### config.mk
export PLATFORM = sky130hd
export DESIGN_NAME = literal_set_unit
export DESIGN_NICKNAME = d
export VERILOG_FILES = /design/src/rtl/lsu_pkg.sv /design/src/rtl/lsu_stage.sv /design/src/rtl/lsu_loop_counters.sv /design/src/rtl/lsu_word_regs.sv /design/src/rtl/literal_set_unit.sv
export SDC_FILE = /design/constraint.sdc
export NUM_CORES = 1
export LEC_CHECK = 0
export BUFFER_PORTS_ARGS = -buffer_cell sky130_fd_sc_hd__buf_2
export CAP_MARGIN = 20
export CORE_ASPECT_RATIO = 1.1
export CORE_MARGIN = 5
export CORE_UTILIZATION = 50
export CTS_CLUSTER_SIZE = 30
export DETAILED_ROUTE_END_ITERATION = 7
export PLACE_DENSITY = 0.86
export SLEW_MARGIN = 15
export SYNTH_ARGS = -nofsm -noshare
export SYNTH_HDL_FRONTEND = slang
export SYNTH_SLANG_ARGS = --single-unit
### constraint.sdc
create_clock -name clk -period 4.4 [get_ports clk]
set_input_delay 0.44 -clock clk [delete_from_list [all_inputs] [get_ports clk]]
set_output_delay 0.44 -clock clk [all_outputs]
set_load 0.03 [all_outputs]
### src/rtl/lsu_pkg.sv
package lsu_pkg;
    parameter int WORD_W  = 37;
    parameter int SHIFT_W = 19;
    parameter int SET_W   = 15;
    parameter int PATH_W  = 13;
    parameter int CNT_W   = 6;
    parameter int FLAG_W  = 12;

    typedef enum logic [1:0] {
        SRC_LIT = 2'b00,
        SRC_REG = 2'b01,
        SRC_ALT = 2'b10,
        SRC_RSV = 2'b11
    } src_sel_e;

    typedef enum logic [1:0] {
        DST_OUTER = 2'b00,
        DST_INNER = 2'b01,
        DST_MISC  = 2'b10,
        DST_FLAG  = 2'b11
    } dst_sel_e;

    typedef struct packed {
        logic              is_shift;
        src_sel_e          src;
        dst_sel_e          dst;
        logic [WORD_W-1:0] lit;
    } staged_t;

    typedef struct packed {
        logic outer_wr;
        logic outer_dec;
        logic outer_from_reg;
        logic inner_wr;
        logic inner_inf;
        logic inner_from_reg;
        logic ack_wr;
        logic word_set;
        logic word_shift;
        logic flag_wr;
    } action_t;

    // Literal as it must stand in the staging latch.
    function automatic logic [WORD_W-1:0] stage_literal(
        input logic             is_shift,
        input src_sel_e         src,
        input dst_sel_e         dst,
        input logic [SHIFT_W-1:0] lit
    );
        logic [WORD_W-1:0] w;
        w = {{(WORD_W-SET_W){1'b0}}, lit[SET_W-1:0]};
        if (is_shift)
            w = {{(WORD_W-SHIFT_W){1'b0}}, lit};
        else if (dst == DST_MISC && src == SRC_ALT)
            w = {{(WORD_W-SET_W){1'b1}}, lit[SET_W-1:0]};
        return w;
    endfunction

    function automatic action_t decode_action(input staged_t s);
        action_t a;
        a = '0;
        if (s.is_shift) begin
            a.word_shift = 1'b1;
        end else if (s.src != SRC_RSV) begin
            case (s.dst)
                DST_OUTER: begin
                    a.outer_wr       = 1'b1;
                    a.outer_dec      = (s.src == SRC_ALT);
                    a.outer_from_reg = (s.src == SRC_REG);
                end
                DST_INNER: begin
                    a.inner_wr       = 1'b1;
                    a.inner_inf      = (s.src == SRC_ALT);
                    a.inner_from_reg = (s.src == SRC_REG);
                end
                DST_MISC: begin
                    a.ack_wr   = (s.src == SRC_LIT);
                    a.word_set = (s.src != SRC_LIT);
                end
                default: a.flag_wr = 1'b1;
            endcase
        end
        return a;
    endfunction
endpackage

### src/rtl/lsu_stage.sv
module lsu_stage
    import lsu_pkg::*;
(
    input  logic               clk,
    input  logic               rst,
    input  logic               deck_valid,
    input  logic               deck_shift,
    input  src_sel_e           deck_src,
    input  dst_sel_e           deck_dst,
    input  logic [SHIFT_W-1:0] deck_lit,
    output staged_t            stg
);
    always_ff @(posedge clk) begin
        if (rst) begin
            stg <= '0;
        end else if (deck_valid) begin
            stg.is_shift <= deck_shift;
            stg.src      <= deck_src;
            stg.dst      <= deck_dst;
            stg.lit      <= stage_literal(deck_shift, deck_src, deck_dst, deck_lit);
        end
    end
endmodule

### src/rtl/lsu_loop_counters.sv
module lsu_loop_counters
    import lsu_pkg::*;
(
    input  logic             clk,
    input  logic             rst,
    input  logic             exec,
    input  logic             outer_wr,
    input  logic             outer_dec,
    input  logic             outer_from_reg,
    input  logic             inner_wr,
    input  logic             inner_inf,
    input  logic             inner_from_reg,
    input  logic [CNT_W-1:0] lit_low,
    input  logic [CNT_W-1:0] word_low,
    output logic [CNT_W-1:0] outer_cnt,
    output logic [CNT_W-1:0] inner_cnt,
    output logic             inner_forever,
    output logic             unseal
);
    logic [CNT_W-1:0] outer_next;
    logic [CNT_W-1:0] inner_next;

    always_comb begin
        if (outer_dec)
            outer_next = (outer_cnt == '0) ? '0 : outer_cnt - CNT_W'(1);
        else if (outer_from_reg)
            outer_next = word_low;
        else
            outer_next = lit_low;
        inner_next = inner_from_reg ? word_low : lit_low;
    end

    always_ff @(posedge clk) begin
        if (rst) begin
            outer_cnt     <= '0;
            inner_cnt     <= '0;
            inner_forever <= 1'b0;
            unseal        <= 1'b0;
        end else begin
            unseal <= 1'b0;
            if (exec && outer_wr) begin
                outer_cnt <= outer_next;
                unseal    <= (outer_next == '0);
            end
            if (exec && inner_wr) begin
                inner_cnt     <= inner_inf ? '0 : inner_next;
                inner_forever <= inner_inf;
            end
        end
    end
endmodule

### src/rtl/lsu_word_regs.sv
module lsu_word_regs
    import lsu_pkg::*;
(
    input  logic              clk,
    input  logic              rst,
    input  logic              exec,
    input  logic              word_set,
    input  logic              word_shift,
    input  logic              ack_wr,
    input  logic              flag_wr,
    input  logic [WORD_W-1:0] lit,
    output logic [WORD_W-1:0] word_reg,
    output logic [PATH_W-1:0] ack_route,
    output logic              word_loaded,
    output logic              flag_we,
    output logic [FLAG_W-1:0] flag_table
);
    localparam int KEEP_W = WORD_W - SHIFT_W;

    always_ff @(posedge clk) begin
        if (rst) begin
            word_reg    <= '0;
            ack_route   <= '0;
            word_loaded <= 1'b0;
            flag_we     <= 1'b0;
            flag_table  <= '0;
        end else begin
            word_loaded <= 1'b0;
            flag_we     <= 1'b0;
            if (exec) begin
                if (word_shift) begin
                    word_reg    <= {word_reg[KEEP_W-1:0], lit[SHIFT_W-1:0]};
                    word_loaded <= 1'b1;
                end else if (word_set) begin
                    word_reg    <= lit;
                    word_loaded <= 1'b1;
                end
                if (ack_wr)
                    ack_route <= lit[PATH_W-1:0];
                if (flag_wr) begin
                    flag_table <= lit[FLAG_W-1:0];
                    flag_we    <= 1'b1;
                end
            end
        end
    end
endmodule

### src/rtl/literal_set_unit.sv
module literal_set_unit
    import lsu_pkg::*;
(
    input  logic               clk,
    input  logic               rst,
    input  logic               deck_valid,
    input  logic               deck_shift,
    input  logic [1:0]         deck_src,
    input  logic [1:0]         deck_dst,
    input  logic [SHIFT_W-1:0] deck_lit,
    input  logic               exec,
    output logic [CNT_W-1:0]   outer_cnt,
    output logic [CNT_W-1:0]   inner_cnt,
    output logic               inner_forever,
    output logic [PATH_W-1:0]  ack_route,
    output logic [WORD_W-1:0]  word_reg,
    output logic               word_loaded,
    output logic               unseal,
    output logic               flag_we,
    output logic [FLAG_W-1:0]  flag_table
);
    staged_t stg;
    action_t act;

    lsu_stage u_stage (
        .clk        (clk),
        .rst        (rst),
        .deck_valid (deck_valid),
        .deck_shift (deck_shift),
        .deck_src   (src_sel_e'(deck_src)),
        .deck_dst   (dst_sel_e'(deck_dst)),
        .deck_lit   (deck_lit),
        .stg        (stg)
    );

    always_comb act = decode_action(stg);

    lsu_loop_counters u_cnt (
        .clk            (clk),
        .rst            (rst),
        .exec           (exec),
        .outer_wr       (act.outer_wr),
        .outer_dec      (act.outer_dec),
        .outer_from_reg (act.outer_from_reg),
        .inner_wr       (act.inner_wr),
        .inner_inf      (act.inner_inf),
        .inner_from_reg (act.inner_from_reg),
        .lit_low        (stg.lit[CNT_W-1:0]),
        .word_low       (word_reg[CNT_W-1:0]),
        .outer_cnt      (outer_cnt),
        .inner_cnt      (inner_cnt),
        .inner_forever  (inner_forever),
        .unseal         (unseal)
    );

    lsu_word_regs u_word (
        .clk         (clk),
        .rst         (rst),
        .exec        (exec),
        .word_set    (act.word_set),
        .word_shift  (act.word_shift),
        .ack_wr      (act.ack_wr),
        .flag_wr     (act.flag_wr),
        .lit         (stg.lit),
        .word_reg    (word_reg),
        .ack_route   (ack_route),
        .word_loaded (word_loaded),
        .flag_we     (flag_we),
        .flag_table  (flag_table)
    );
endmodule

==> impl_metrics.env, run 1 <==
export IMPL_status="completed"
export IMPL_yosys_area_share_simple=0.198
export IMPL_hold_violations=0
export IMPL_required_ps=4680
export IMPL_drt_total_wl_um=10500
export IMPL_final_common_cell="buf_2"
export IMPL_vias_per_cell=5.49
export IMPL_finalPower_w=0.00179
export IMPL_syn_area_um2=4250
export IMPL_rsz0062_at_grt="false"
export IMPL_drive_gt1_frac=0.256
export IMPL_worst_slew_pin_slew_ps=1140
export IMPL_avgRoutedWirePerCell_um=15.8
export IMPL_regToRegStartpoint="u_stage.stg[39]"
export IMPL_tns_ps=0
export IMPL_coreArea_um2=8320
export IMPL_largest_reg_flops=37
export IMPL_multi_input_area_um2=1990
export IMPL_cts_resized=0
export IMPL_grt_max_degree=105
export IMPL_ir_drop_uv=192
export IMPL_cp_max_fo=26
export IMPL_io_buffers=105
export IMPL_cts_buffers=9
export IMPL_synth_distinct_cells=49
export IMPL_max_freq_ghz=0.410
export IMPL_yosysWarnings=0
export IMPL_critPathArrivalTime_ps=2720
export IMPL_nNetsFinal=579
export IMPL_drtPass1Iterations=5
export IMPL_path_clk_slew_ps=100
export IMPL_setup_viol=0
export IMPL_maxSlewHeadroom=0.239
export IMPL_critical_path_startpoint_type="register"
export IMPL_clock_sinks=103
export IMPL_slew_violations=0
export IMPL_synth_compound_area_frac=0.130
export IMPL_antenna_cells=0
export IMPL_cap_violations=0
export IMPL_cts_root_buf="clkbuf_8"
export IMPL_hold_class="primary input to register"
export IMPL_cp_top_family="compound AO/OA/AOI/OAI gates"
export IMPL_start_util=0.510
export IMPL_grt_pass1_vias=3607
export IMPL_synth_mux_area_fraction=0.131
export IMPL_cts_buffer_depth=2
export IMPL_die_w_um=97.9
export IMPL_fin_crit_ps=2440
export IMPL_postRouteAntennaNets=0
export IMPL_cts_tree="done"
export IMPL_syn2layout_area_growth_pct=16.6
export IMPL_ctsHoldBuffers=0
export IMPL_synthXorXnorAreaFrac=0.00206
export IMPL_drc=0
export IMPL_power_density_nw_per_um2=361
export IMPL_crit_buf_inv=1
export IMPL_synth_top_cell_by_area="dfxtp_1"
export IMPL_post_route_util=0.595
export IMPL_max_stage_delay_ps=730
export IMPL_synth_avg_cell_area_um2=9.11
export IMPL_gp_congestion=0.860
export IMPL_post_cts_setup_buffers=0
export IMPL_place_hpwl_um=7350
export IMPL_hp_start="deck_lit[14]"
export IMPL_synth_seq_cells=103
export IMPL_yosys_area_top_type_share=0.486
export IMPL_path_cells="xor2_1 > and3_1 > o21ai_2 > buf_4 > a211oi_1 > nor3_1"
export IMPL_crit_type="register to register"
export IMPL_die_h_um=107
export IMPL_insertion_delay_ps=360
export IMPL_fillers=725
export IMPL_post_route_period_util=0.554
export IMPL_layout_cells_non_filler=665
export IMPL_leakagePower_nw=2.31
export IMPL_cp_end_kind="register"
export IMPL_seqCellArea_um2=2060
export IMPL_skew_ps=5.60
export IMPL_syn_inst=466
export IMPL_final_cell_mix="104 x buf_2, 103 x dfxtp_1, 79 x nor2_1, 49 x nand2_1, 49 x mux2i_1"
export IMPL_vias=3653
export IMPL_drt_iter0_drc=271
export IMPL_rows=35
export IMPL_dpl_cell_count=649
export IMPL_num_io_pins=106
export IMPL_cts_max_level=3
export IMPL_dieArea_um2=10400
export IMPL_ys_seq_area_frac=0.486
export IMPL_crit_start="u_stage.stg[39]"
export IMPL_syn_nets=496
export IMPL_synth_top_family_by_area="simple AND/OR/NAND/NOR gates"
export IMPL_yosys_top_cells_area="dfxtp_1 49%, mux2i_1 12%, nor2_1 7.0%"
export IMPL_grt_pass1_wl_um=17400
export IMPL_grt_use_total=0.201
export IMPL_grt_antenna_before_repair=0
export IMPL_synthAdderAreaFrac=0.00589
export IMPL_overflow=0
export IMPL_cp_slowest_cell="dfxtp_1"
-- tightest hold or removal path, stage by stage --
cell,delay [ps]
buf_2,80
mux2i_1,50
nor2_1,70
-- per-stage QoR --
step                worst slack [ps]  area (um^2)  hold slack [ps]
detailed placement              1880         4760              445
global placement                2040         4760              440
finish                          1960         4950              312
global route                    1740         4950              319
CTS                             1840         4950              300
floorplan                       2430         4250              428
-- logic make-up after synthesis --
kind of cell               count (synthesis)
DFF                                      103
buffers and inverters                     42
xor gates and xnor gates                   1
muxes                                     55
adders and majority gates                  2
and+or+nand+nor                          179
AOI/OAI and AO/OA                         84
-- path summary, 6_finish.rpt --
check / to / slack, ps / cells after the start
worst min register to register: u_word.word_reg[16] / 460 / 2
worst min-delay path: u_stage.stg[14] / 310 / 3
worst max-delay path: u_word.word_reg[31] / 1960 / 6
worst max register to register: u_word.word_reg[31] / 1960 / 6
-- cell usage after synthesis, drive strengths merged --
cell type	number
a2111o	1
a2111oi	1
a211oi	20
a21bo	1
a21oi	28
a22oi	9
a31oi	1
a32oi	4
a41oi	1
and3	2
buf	17
clkbuf	18
dfxtp	103
ha	2
inv	7
mux2	6
mux2i	49
nand2	50
nand2b	2
nand3	1
nand3b	3
nand4b	1
nor2	79
nor2b	7
nor3	21
nor3b	2
nor4	2
nor4b	2
o2111ai	1
o211ai	1
o21a	1
o21ai	12
o21bai	1
o31a	1
o31ai	1
or3	2
or3b	1
or4	2
or4b	2
xor2	1
-- power by group --
group	switching, W	leakage [nW]	internal [W]
clock network	0.000340	0.0909	0.000217
logic	0.000138	1.38	0.0000857
registers	0.0000422	0.838	0.000964
-- final cells by class --
class / count / area share
flip-flops and latches: 103 / 0.416
clock buffers: 9 / 0.0250
multi-input cells: 321 / 0.402
well taps: 111 / 0.0281
inverters: 7 / 0.00531
repair buffers: 107 / 0.110
clock inverters: 7 / 0.0131
-- routing by layer --
metal	global-route usage	vias up	wire [um]
met4	0.103	0	330
met5	0	-	0
met3	0.0520	34	743
li1	-	1785	-
met2	0.317	139	4860
met1	0.253	1695	4580
No activity file was read; power rests on OpenSTA's default activity.
==> inputs of run 2 (changes only) <==
==> constraint.sdc (replaced) <==
create_clock -name clk -period 2.4 [get_ports clk]
set_input_delay 0.24 -clock clk [delete_from_list [all_inputs] [get_ports clk]]
set_output_delay 0.24 -clock clk [all_outputs]
set_load 0.03 [all_outputs]
==> run 2 against run 1 <==
Compared with the run above:
- first-iteration DRC count increased by 13%
- combinational power rose by 89%
- critical path type unchanged
- maximum frequency is 22% higher
- via count increased by 0.14%
- clock skew is 8.0 ps higher
==> impl_metrics.env, run 2 (synthesis gave the netlist of run 1 again) <==
export IMPL_drt_iter0_drc=305
export IMPL_grt_antenna_before_repair=0
export IMPL_critPathArrivalTime_ps=2310
export IMPL_drc=0
export IMPL_pre_cts_ws_ps=361
export IMPL_max_stage_delay_ps=460
export IMPL_post_cts_setup_buffers=0
export IMPL_final_cell_mix="104 x buf_2, 103 x dfxtp_1, 79 x nor2_1, 49 x nand2_1, 49 x mux2i_1"
export IMPL_p_switching_w=0.000953
export IMPL_num_io_pins=106
export IMPL_crit_type="register to register"
export IMPL_tns_ps=0
export IMPL_p_clk_frac=0.337
export IMPL_cp_max_fo=5
export IMPL_cp_slowest_cell="or3b_2"
export IMPL_io_buffers=105
export IMPL_rrSetupSlack_ps=400
export IMPL_layout_cells_non_filler=670
export IMPL_hp_start="deck_lit[11]"
export IMPL_post_route_util=0.607
export IMPL_fin_crit_ps=2000
export IMPL_rows=35
export IMPL_coreArea_um2=8320
export IMPL_leakagePower_nw=2.36
export IMPL_regToRegStartpoint="u_cnt.outer_cnt[0]"
export IMPL_skew_ps=13.6
export IMPL_cts_resized=0
export IMPL_power_frac_seq=0.539
export IMPL_cap_violations=0
export IMPL_critical_path_startpoint_type="register"
export IMPL_start_util=0.510
export IMPL_grt_pass1_wl_um=16900
export IMPL_worst_slew_pin_slew_ps=704
export IMPL_gp_congestion=0.860
export IMPL_dpl_cell_count=654
export IMPL_die_h_um=107
export IMPL_slew_violations=0
export IMPL_cts_buffers=9
export IMPL_path_cells="inv_1 > ha_1 > or3b_2 > a2111oi_1 > a21oi_1 > o21ai_1 > and3_1"
export IMPL_post_route_period_util=0.832
export IMPL_overflow=0
export IMPL_hold_class="primary input to register"
export IMPL_cp_end_kind="register"
export IMPL_clock_sinks=103
export IMPL_syn2layout_area_growth_pct=18.9
export IMPL_cp_top_family="simple AND/OR/NAND/NOR gates"
export IMPL_vias_per_cell=5.46
export IMPL_maxSlewHeadroom=0.529
export IMPL_crit_buf_inv=1
export IMPL_setup_viol=0
export IMPL_postRouteAntennaNets=0
export IMPL_ctsHoldBuffers=0
export IMPL_power_density_nw_per_um2=676
export IMPL_p_sw_frac=0.279
export IMPL_cts_tree="done"
export IMPL_avgRoutedWirePerCell_um=15.7
export IMPL_antenna_cells=0
export IMPL_fin_ws_ps=402
export IMPL_p_int_w=0.00246
export IMPL_combPwrFrac=0.124
export IMPL_largest_reg_flops=37
export IMPL_drt_total_wl_um=10500
export IMPL_whs_path_depth=3
export IMPL_insertion_delay_ps=360
export IMPL_rsz0062_at_grt="false"
export IMPL_status="completed"
export IMPL_place_hpwl_um=7480
export IMPL_cts_max_level=3
export IMPL_max_freq_ghz=0.501
export IMPL_ir_drop_uv=432
export IMPL_finalPower_w=0.00341
export IMPL_hold_violations=0
export IMPL_final_common_cell="buf_2"
export IMPL_drive_gt1_frac=0.261
export IMPL_rr_endpoint="u_cnt.unseal"
export IMPL_required_ps=2710
export IMPL_path_clk_slew_ps=100
export IMPL_dieArea_um2=10400
export IMPL_die_w_um=97.9
export IMPL_vias=3658
export IMPL_grt_max_degree=55
export IMPL_holdPathEnd="u_stage.stg[11]"
export IMPL_nNetsFinal=584
export IMPL_cts_root_buf="clkbuf_8"
export IMPL_r2r_cells=7
export IMPL_cts_buffer_depth=2
export IMPL_grt_use_total=0.196
export IMPL_drtPass1Iterations=4
export IMPL_grt_pass1_vias=3450
-- run 2: worst min-delay path, stage by stage --
cell and delay [ps]:
buf_2 70, mux2i_1 50, nor2_1 80
-- run 2: metrics by stage --
stage | instance area (um^2) | hold WS, ps
after floorplan | 4250 | 387
after global placement | 4830 | 440
after detailed placement | 4830 | 444
after CTS | 5050 | 102
after global routing | 5050 | 106
final | 5050 | 116
-- run 2: metal layers --
layer / up-vias / track usage / wire length, um
met5: - / 0 / 0
met4: 0 / 0.0772 / 222
met3: 18 / 0.0488 / 724
met2: 123 / 0.301 / 4860
met1: 1717 / 0.266 / 4700
li1: 1800 / - / -
-- run 2: final cells by class --
type	instances	area, um^2
fillers	713	3270
flip-flops and latches	103	2060
multi-input cells	321	1990
repair buffers	112	618
well taps	111	139
clock buffers	10	138
clock inverters	6	76.3
inverters	7	26.3
-- run 2: power by group through the flow --
stage | registers [W] | clock network, W | logic (W)
2_1_floorplan | 0.00191 | 0 | 0.000263
3_3_place_gp | 0.00187 | 0 | 0.000418
3_5_place_dp | 0.00188 | 0 | 0.000425
4_1_cts | 0.00184 | 0.00117 | 0.000426
5_1_grt | 0.00185 | 0.00125 | 0.000466
6_report | 0.00184 | 0.00115 | 0.000424
-- run 2: worst max-delay path by stage --
stage / end / startpoint / cells after the start / slack (ps)
2_1_floorplan: u_cnt.unseal / u_cnt.outer_cnt[0] / 7 / 430
3_3_place_gp: u_cnt.unseal / u_cnt.outer_cnt[0] / 7 / 460
3_5_place_dp: u_word.word_reg[34] / u_stage.stg[41] / 4 / 360
4_1_cts: u_word.word_reg[34] / u_stage.stg[41] / 4 / 370
5_1_grt: u_cnt.unseal / u_stage.stg[39] / 5 / 190
6_report: u_cnt.unseal / u_cnt.outer_cnt[0] / 7 / 400
